`src/rtl/gf8_pkg.sv`:
```
// Shared field types and helpers for the GF(2^8) region multiplier.
// Assumes bytes split into two 4-bit nibbles and a 16-entry table per nibble.
package gf8_pkg;
    localparam int unsigned BYTE_W    = 8;
    localparam int unsigned NIB_W     = 4;
    localparam int unsigned TBL_DEPTH = 16;

    typedef logic [BYTE_W-1:0] gf_byte_t;
    typedef logic [TBL_DEPTH-1:0][BYTE_W-1:0] nib_tbl_t;

    // Field product of a and b, reducing by x^8 plus the polynomial in red_lo.
    function automatic gf_byte_t gf_mul(input gf_byte_t a, input gf_byte_t b,
                                        input gf_byte_t red_lo);
        gf_byte_t acc;
        gf_byte_t run;
        acc = '0;
        run = a;
        for (int i = 0; i < BYTE_W; i++) begin
            if (b[i]) acc = acc ^ run;
            run = run[BYTE_W-1] ? ((run << 1) ^ red_lo) : (run << 1);
        end
        return acc;
    endfunction
endpackage

```
`src/rtl/gf8_table_fill.sv`:
```
// Builds the low and high nibble product tables for the loaded constant.
// The fill writes one entry of each table per cycle for 16 cycles.
// A new load pulse restarts the fill. tbl_ready rises once the last entry is written.
module gf8_table_fill
    import gf8_pkg::*;
#(
    parameter gf_byte_t RED_POLY = 8'h1D
) (
    input  logic     clk,
    input  logic     rst_n,
    input  logic     load_const,
    input  gf_byte_t const_y,
    output nib_tbl_t lo_tbl,
    output nib_tbl_t hi_tbl,
    output logic     tbl_ready
);
    localparam logic [NIB_W-1:0] LAST_IDX = NIB_W'(TBL_DEPTH - 1);

    gf_byte_t         y_q;
    logic [NIB_W-1:0] fill_idx;
    logic             filling;
    gf_byte_t         lo_next;
    gf_byte_t         hi_next;

    // Products for the entry being written this cycle.
    always_comb begin
        lo_next = gf_mul(y_q, {{(BYTE_W-NIB_W){1'b0}}, fill_idx}, RED_POLY);
        hi_next = gf_mul(y_q, {fill_idx, {(BYTE_W-NIB_W){1'b0}}}, RED_POLY);
    end

    // Fill sequencer: latch constant, step index, flag completion.
    always_ff @(posedge clk) begin
        if (!rst_n) begin
            y_q       <= '0;
            fill_idx  <= '0;
            filling   <= 1'b0;
            tbl_ready <= 1'b0;
        end else if (load_const) begin
            y_q       <= const_y;
            fill_idx  <= '0;
            filling   <= 1'b1;
            tbl_ready <= 1'b0;
        end else if (filling) begin
            fill_idx <= fill_idx + 1'b1;
            if (fill_idx == LAST_IDX) begin
                filling   <= 1'b0;
                tbl_ready <= 1'b1;
            end
        end
    end

    // Table storage: write the indexed entry of both tables while filling.
    always_ff @(posedge clk) begin
        if (!rst_n) begin
            lo_tbl <= '0;
            hi_tbl <= '0;
        end else if (filling && !load_const) begin
            for (int e = 0; e < TBL_DEPTH; e++) begin
                if (fill_idx == NIB_W'(e)) begin
                    lo_tbl[e] <= lo_next;
                    hi_tbl[e] <= hi_next;
                end
            end
        end
    end
endmodule

```
`src/rtl/gf8_lane_lookup.sv`:
```
// One byte lane: reads the low table with the low nibble and the high table
// with the high nibble. Purely combinational. The caller XORs the two parts.
module gf8_lane_lookup
    import gf8_pkg::*;
(
    input  nib_tbl_t lo_tbl,
    input  nib_tbl_t hi_tbl,
    input  gf_byte_t byte_in,
    output gf_byte_t lo_part,
    output gf_byte_t hi_part
);
    logic [NIB_W-1:0] lo_nib;
    logic [NIB_W-1:0] hi_nib;

    // Split the byte into its two table indices.
    always_comb begin
        lo_nib  = byte_in[NIB_W-1:0];
        hi_nib  = byte_in[BYTE_W-1:NIB_W];
        lo_part = lo_tbl[lo_nib];
        hi_part = hi_tbl[hi_nib];
    end
endmodule

```
`src/rtl/gf8_mul_pipe.sv`:
```
// Two-stage valid/ready pipeline. Stage 1 captures the table reads at
// acceptance, so a later reload cannot affect beats in flight. Stage 2 holds
// the XOR of the two parts. The whole pipe stalls when stage 2 is held.
module gf8_mul_pipe #(
    parameter int unsigned DATA_W = 128
) (
    input  logic              clk,
    input  logic              rst_n,
    input  logic              tbl_ready,
    input  logic              in_valid,
    output logic              in_ready,
    input  logic [DATA_W-1:0] lo_vec,
    input  logic [DATA_W-1:0] hi_vec,
    output logic              out_valid,
    input  logic              out_ready,
    output logic [DATA_W-1:0] out_data
);
    logic              advance;
    logic              s1_valid;
    logic [DATA_W-1:0] s1_lo;
    logic [DATA_W-1:0] s1_hi;

    // Pipe moves when the output register is empty or being drained.
    always_comb begin
        advance  = !out_valid || out_ready;
        in_ready = tbl_ready && advance;
    end

    // Stage 1: register both table reads of an accepted beat.
    always_ff @(posedge clk) begin
        if (!rst_n) begin
            s1_valid <= 1'b0;
            s1_lo    <= '0;
            s1_hi    <= '0;
        end else if (advance) begin
            s1_valid <= in_valid && tbl_ready;
            if (in_valid && tbl_ready) begin
                s1_lo <= lo_vec;
                s1_hi <= hi_vec;
            end
        end
    end

    // Stage 2: combine the parts into the product word.
    always_ff @(posedge clk) begin
        if (!rst_n) begin
            out_valid <= 1'b0;
            out_data  <= '0;
        end else if (advance) begin
            out_valid <= s1_valid;
            if (s1_valid) out_data <= s1_lo ^ s1_hi;
        end
    end
endmodule

```
`src/rtl/gf8_region_mul.sv`:
```
// Top level: multiplies every byte of each 128-bit beat by a loaded GF(2^8)
// constant using two nibble tables. Assumes load_const is a single-cycle
// pulse. No beat is accepted until the first table fill completes.
module gf8_region_mul
    import gf8_pkg::*;
#(
    parameter int unsigned LANES    = 16,
    parameter gf_byte_t    RED_POLY = 8'h1D
) (
    input  logic                    clk,
    input  logic                    rst_n,
    input  logic                    load_const,
    input  logic [BYTE_W-1:0]       const_y,
    input  logic                    in_valid,
    output logic                    in_ready,
    input  logic [LANES*BYTE_W-1:0] in_data,
    output logic                    out_valid,
    input  logic                    out_ready,
    output logic [LANES*BYTE_W-1:0] out_data
);
    localparam int unsigned DATA_W = LANES * BYTE_W;

    nib_tbl_t          lo_tbl;
    nib_tbl_t          hi_tbl;
    logic              tbl_ready;
    logic [DATA_W-1:0] lo_vec;
    logic [DATA_W-1:0] hi_vec;

    gf8_table_fill #(.RED_POLY(RED_POLY)) u_fill (
        .clk        (clk),
        .rst_n      (rst_n),
        .load_const (load_const),
        .const_y    (const_y),
        .lo_tbl     (lo_tbl),
        .hi_tbl     (hi_tbl),
        .tbl_ready  (tbl_ready)
    );

    for (genvar i = 0; i < LANES; i++) begin : g_lane
        gf8_lane_lookup u_lane (
            .lo_tbl  (lo_tbl),
            .hi_tbl  (hi_tbl),
            .byte_in (in_data[i*BYTE_W +: BYTE_W]),
            .lo_part (lo_vec[i*BYTE_W +: BYTE_W]),
            .hi_part (hi_vec[i*BYTE_W +: BYTE_W])
        );
    end

    gf8_mul_pipe #(.DATA_W(DATA_W)) u_pipe (
        .clk       (clk),
        .rst_n     (rst_n),
        .tbl_ready (tbl_ready),
        .in_valid  (in_valid),
        .in_ready  (in_ready),
        .lo_vec    (lo_vec),
        .hi_vec    (hi_vec),
        .out_valid (out_valid),
        .out_ready (out_ready),
        .out_data  (out_data)
    );
endmodule

```
`config.mk`:
```
export PLATFORM = sky130hd
export DESIGN_NAME = gf8_region_mul
export DESIGN_NICKNAME = d
export VERILOG_FILES = /design/src/rtl/gf8_pkg.sv /design/src/rtl/gf8_table_fill.sv /design/src/rtl/gf8_lane_lookup.sv /design/src/rtl/gf8_mul_pipe.sv /design/src/rtl/gf8_region_mul.sv
export SDC_FILE = /design/constraint.sdc
export NUM_CORES = 2
export LEC_CHECK = 0
export BUFFER_PORTS_ARGS = -buffer_cell sky130_fd_sc_hd__buf_2
export CAP_MARGIN = 20
export CORE_MARGIN = 10
export CORE_UTILIZATION = 40
export DETAILED_ROUTE_END_ITERATION = 8
export MAX_ROUTING_LAYER = met4
export SLEW_MARGIN = 15
export SYNTH_ARGS = -nofsm -noshare
export SYNTH_HDL_FRONTEND = slang
export SYNTH_HIERARCHICAL = 1
export SYNTH_SLANG_ARGS = --single-unit
```
`constraint.sdc`:
```
create_clock -name clk -period 2.57 [get_ports clk]
set_input_delay 0.1285 -clock clk [delete_from_list [all_inputs] [get_ports clk]]
set_output_delay 0.1285 -clock clk [all_outputs]
set_load 0.01 [all_outputs]
```
### After elaboration in Yosys (flattened, before gate mapping)

Cells that the tools add are included.

| word-level totals | value |
|---|---|
| register bits after elaboration | 656 |
| bits of input ports | 141 |
| output and inout port bits | 130 |
| logic and storage cells | 213 |

| cells by class | value |
|---|---|
| add/subtract/negate cells | 1 |
| $lt $le $gt $ge | 32 |
| equal/unequal tests | 15 |
| mux-type cells | 82 |
| bitwise gates (word level) | 15 |
| reductions and logical operators | 27 |

Operator list:

| cell | count |
|---|---|
| $bmux W8 S4 | 32 |
| $mux W8 | 40 |
| $lt A4 B5 Y1 const B | 32 |
| $xor A128 B128 Y128 | 1 |
| $xor A8 B8 Y8 | 6 |
| $reduce_and A2 Y1 | 19 |
| $mux W5 | 7 |
| $eq A4 B4 Y1 const B | 8 |
| $not A4 Y4 | 7 |
| $eq A4 B3 Y1 const B | 4 |
| $eq A4 B2 Y1 const B | 2 |
| $add A4 B1 Y4 const B | 1 |
| $eq A4 B1 Y1 const B | 1 |
| $logic_not A4 Y1 | 1 |
| $logic_and A1 B1 Y1 | 3 |
| $mux W1 | 3 |
| $logic_not A1 Y1 | 2 |
| $reduce_or A2 Y1 | 1 |
| $logic_or A1 B1 Y1 | 1 |
| $not A1 Y1 | 1 |

### Logic depth before layout (Yosys ltp)

| depth | value |
|---|---|
| word-level depth | 16 |
| depth in mapped cells | 9 |
| mapped depth without buffers | 6 |

### Hierarchy

The synthesis kept the hierarchy.

By module, submodules not included:

| module | instances | cells an instance | area each (µm²) | seq. area each (µm²) |
|---|---|---|---|---|
| gf8_lane_lookup | 16 | 140 | 2,065.7 | 0.0 |
| gf8_mul_pipe | 1 | 1,534 | 15,204.6 | 7,727.4 |
| gf8_table_fill | 1 | 1,061 | 9,848.2 | 4,764.6 |

### Least setup slack after synthesis

No wires, ideal clock.

| path | value |
|---|---|
| kind | reg2reg |
| from | register u_fill.y_q[3] |
| to | register u_fill/hi_tbl[13] in the netlist's numbering |
| setup time | 129 ps |
| arrival time | 1,783 ps |
| data required time | 2,441 ps |
| path slack | 658 ps |
| cell stages (with the launch flop) | 8 |
| path buffers | 2 |
| period minus slack after synthesis | 1,912 ps |
| cells stage by stage | dfxtp_1 -> buf_6 -> xor3_1 -> o211ai_1 -> o21ai_0 -> xnor2_2 -> buf_2 -> a21oi_1 |

| between the ends | value |
|---|---|
| cells in the longest elaborated chain, start to end | 7 |
| elaborated cells between the ends (all ways) | 9 |
| classes of those cells | mux: 5; bitwise: 4 |

Ends and longest elaborated chain:

| item | RTL line | text |
|---|---|---|
| start, declared | gf8_table_fill.sv:19 | `gf_byte_t y_q;` |
| start signal, assigned | gf8_table_fill.sv:39 | `y_q <= const_y;` |
| $not A4 Y4 (no source line) | - |  |
| $mux W5 (*) | gf8_pkg.sv:20 | `run = run[BYTE_W-1] ? ((run << 1) ^ red_lo) : (run << 1);` |
| $mux W5 (*) | - |  |
| $xor A8 B8 Y8 or $not A4 Y4 (tied branches) | - |  |
| $mux W8 or $mux W5 (tied branches) | - |  |
| $xor A8 B8 Y8 | gf8_pkg.sv:19 | `if (b[i]) acc = acc ^ run;` |
| $mux W8 (*) | gf8_pkg.sv:19 |  |
| end signal, assigned by index | gf8_table_fill.sv:61 | `hi_tbl[e] <= hi_next;` |
| end, declared | gf8_table_fill.sv:14 | `output nib_tbl_t hi_tbl,` |

Mark *: on every way between the ends. The rest lies on a longest branch, timed or not.
A chain may end at the register's enable or synchronous reset.

### Worst setup path after layout

| path | value |
|---|---|
| from | register u_fill.y_q[6] |
| to | register u_fill/lo_tbl[28] in the netlist's numbering |

| between the ends | value |
|---|---|
| cells in the longest elaborated chain, start to end | 5 |
| elaborated cells between the ends (all ways) | 7 |
| classes of those cells | mux: 4; bitwise: 3 |

Ends and longest elaborated chain:

| item | RTL line | text |
|---|---|---|
| $mux W5 (*) | gf8_pkg.sv:20 |  |
| $xor A8 B8 Y8 or $not A4 Y4 (tied branches) | - |  |
| $mux W8 or $mux W5 (tied branches) | gf8_pkg.sv:19, gf8_pkg.sv:20 |  |
| $xor A8 B8 Y8 | gf8_pkg.sv:19 |  |
| $mux W8 (*) | gf8_pkg.sv:19 |  |
| end signal, assigned by index | gf8_table_fill.sv:60 | `lo_tbl[e] <= lo_next;` |
| end, declared | gf8_table_fill.sv:13 | `output nib_tbl_t lo_tbl,` |

Marked as above.

==> qor.yml <==
rows: 139
yosys-top-cells-count: "959 x nand2_1, 624 x dfxtp_1, 576 x mux4_2"
clk_latency_ps: 700
end_kind: "register"
synth_adder_area_share_pct: 0.0861
clockPowerShare_pct: 46.2
critPathLaunchType: "register"
final_max_slew_viol_count: 0
drt_first_pass_iters: 9
h-tree-depth: 3
power_frac_comb_pct: 13.1
cp_max_fo: 16
p_int_mw: 17.3
drc: 0
crit_buf_inv: 0
gp_congestion: 0.991
synth_area_leaders: "mux4_2 22%, dfxtp_1 21%, mux4_1 20%"
synth_nets: 4980
cts_root_buffer: "clkbuf_16"
hold_violations: 0
io_buffers: 270
crit_required_ps: 3080
die_w_um: 401
clk_path_buf_depth: 3
synth_area_per_cell_um2: 12.0
numClockSinks: 624
yosys.area_share.xor_xnor_pct: 3.28
status: "complete, no violations"
period_share_pct: 94.6
tightest_slew_ps: 1050
num_io_pins: 271
fin_nets: 5090
die_area_um2: 161000
ys_seq_area_share_pct: 21.5
chipHeight_um: 401
leakage_nw: 26.6
synthDominantCellAreaShare_pct: 22.3
finalNonFillerCells: 6927
syn_inst: 4835
synth_top_family_by_area: "multiplexers"
grt_pass1_wl_mm: 348
dp_hpwl_mm: 173
drt-initial-drc-count: 8404
cts_tree: "built"
finalSetupViolCount: 0
rsz0062_at_grt: "no"
ys_types: 51
synthSimpleGateAreaFrac_pct: 8.38
worstSetupPathType: "register to register"
p_per_area_nw_per_um2: 378
area_growth_pct: 9.51
synthMuxAreaShare_pct: 47.2
antenna_found_initial: 25
critPathMostFrequentCell: "xnor2_2"
synth-seq-cells: 624
max_cap_viol_count: 0
cp_slowest_cell: "xnor2_2"
core_area_um2: 144000
seqPwrFrac_pct: 40.7
p_sw_mw: 6.77
grt_pass1_vias: 46700
syn-cell-area_um2: 58100
cp_slowest_stage_delay_ps: 810
synth-compound-area-share_pct: 12.3
path_cells: "xnor2_2 -> xnor2_2 -> nand2_1 -> xnor2_1 -> xnor2_2 -> a21oi_1"
period_needed_ps: 2430
crit_family: "XOR/XNOR gates"
clkTransAtPathRegs_ps: 60
floorplan.initialDensity_pct: 40.3
synth_flop_cell: "dfxtp_1"
swShare_pct: 28.2
numCtsBuffers: 75
ant_nets: 0
synth_edf_count: 0
max_slew_margin_pct: 29.6
yosys_warnings: 6
synthArstFlopShare_pct: 0
wl_per_cell_um: 35.4
drive_gt1_share_pct: 26.4
routed_wl_mm: 245
grt_max_degree: 160
hold_class: "input pin to register"
vias: 50000
postCtsSetupRepairBufs: 0
clock_skew_ps: 52.1
dpl.cell_count: 6757
vdd_drop_max_uv: 456
tns_ps: 0
grtUsageTotal_pct: 29.7
overflow: 0
yosysMostFrequentCell: "nand2_1"
cp.arrival_ps: 2940
yosysTopAreaCell: "mux4_2"
fmax_mhz: 411
viasPerCell: 7.22
[path summary, 6_finish.rpt]
path | start | end | slack (ps) | cells after the start
max | u_fill/y_q[6] | u_fill/lo_tbl[28] | 140 | 6
min | load_const | u_fill/filling | 40 | 4
max reg2reg | u_fill/y_q[6] | u_fill/lo_tbl[28] | 140 | 6
min reg2reg | u_pipe/s1_lo[69] | u_pipe/s1_lo[69] | 470 | 2
[metal layers]
metal / wire, um / GRT usage [%] / up-vias / part of all wire, %
met5: 0 / - / - / 0
met4: 15400 / 13.4 / 0 / 6.3
met3: 36600 / 11.3 / 782 / 15
met2: 105000 / 43.0 / 4397 / 43
met1: 87500 / 36.6 / 24900 / 36
li1: - / - / 19900 / -
[cells by family (layout without fill, tap and decap cells)]
family | Yosys count | count (layout)
AOI/OAI and AO/OA | 967 | 967
DFF | 624 | 624
muxes | 1292 | 1292
adders and majority gates | 4 | 4
and+or+nand+nor | 1174 | 1174
other | 0 | 23
xor gates and xnor gates | 197 | 197
buffers and inverters | 577 | 743
[state kept, by name (all words and copies together), names as in the netlist]
signal	flops
u_pipe/out_data	128
u_pipe/out_valid	1
u_fill/fill_idx	4
u_fill/hi_tbl	96
u_pipe/s1_valid	1
u_fill/tbl_ready	1
u_fill/filling	1
u_fill/y_q	8
u_pipe/s1_lo	128
u_pipe/s1_hi	128
u_fill/lo_tbl	128
[what timing repair did]
action | in CTS | in global routing
hold buffers | 14 | 0
setup endpoints to repair | 0 | 1
hold endpoints to repair | 22 | 0
resized for setup | 0 | 1
[tightest hold or removal path, stage by stage]
cell and delay, ps:
buf_2 150, buf_4 200, a21oi_1 120, nor2b_1 50
[metrics by stage]
step                      setup slack (ps)  instance area [um2]  utilization [%]  hold slack, ps  power (mW)
after floorplan                        658                58100                -             297        12.2
after CTS                              246                63600             44.1            22.6        24.1
after global placement                 300                60900             42.3             422        13.0
after detailed placement               240                60900             42.3             421        13.1
after global routing                  9.90                63600             44.2            60.1        24.6
final                                  138                63600             44.2            37.6        24.0
[final cells by class]
| cell class | count | area (um2) |
|---|---|---|
| tap | 1903 | 2380 |
| fill | 13400 | 80400 |
| sequential | 624 | 12500 |
| multi-input combinational | 3634 | 41400 |
| clock inverter | 36 | 438 |
| timing repair buffer | 607 | 4740 |
| antenna | 23 | 57.6 |
| inverter | 3 | 11.3 |
| clock buffer | 97 | 2060 |
[power groups by stage]
| stage | combinational (mW) | sequential, mW | clock, mW |
|---|---|---|---|
| after detailed placement | 3.06 | 10.0 | 0 |
| after CTS | 3.08 | 9.79 | 11.2 |
| after floorplan | 2.27 | 9.95 | 0 |
| after global routing | 3.24 | 9.79 | 11.6 |
| final | 3.14 | 9.79 | 11.1 |
| after global placement | 3.02 | 10.0 | 0 |
[cell usage in the layout, fill, tap and decap left out, types with 7 or more instances in the layout]
cell and count:
xor2_1 138, nand3_1 31, and2b_1 32, and2_1 52, diode_2 23, buf_2 269
xnor2_2 8, a22o_1 129, mux2i_1 268, clkbuf_1 12, xnor2_1 42, buf_4 258
nor2_1 38, dlygate4sd3_1 14, a22oi_1 512, dfxtp_1 623, buf_12 65, a21oi_2 8
nor2b_1 42, mux4_2 576, o21ai_1 7, o21ai_0 120, clkbuf_16 75, o211a_1 96
nand2_1 959, clkbuf_8 10, clkinv_2 15, a21oi_1 83, mux4_1 448
(Power assumes the default switching activity.)
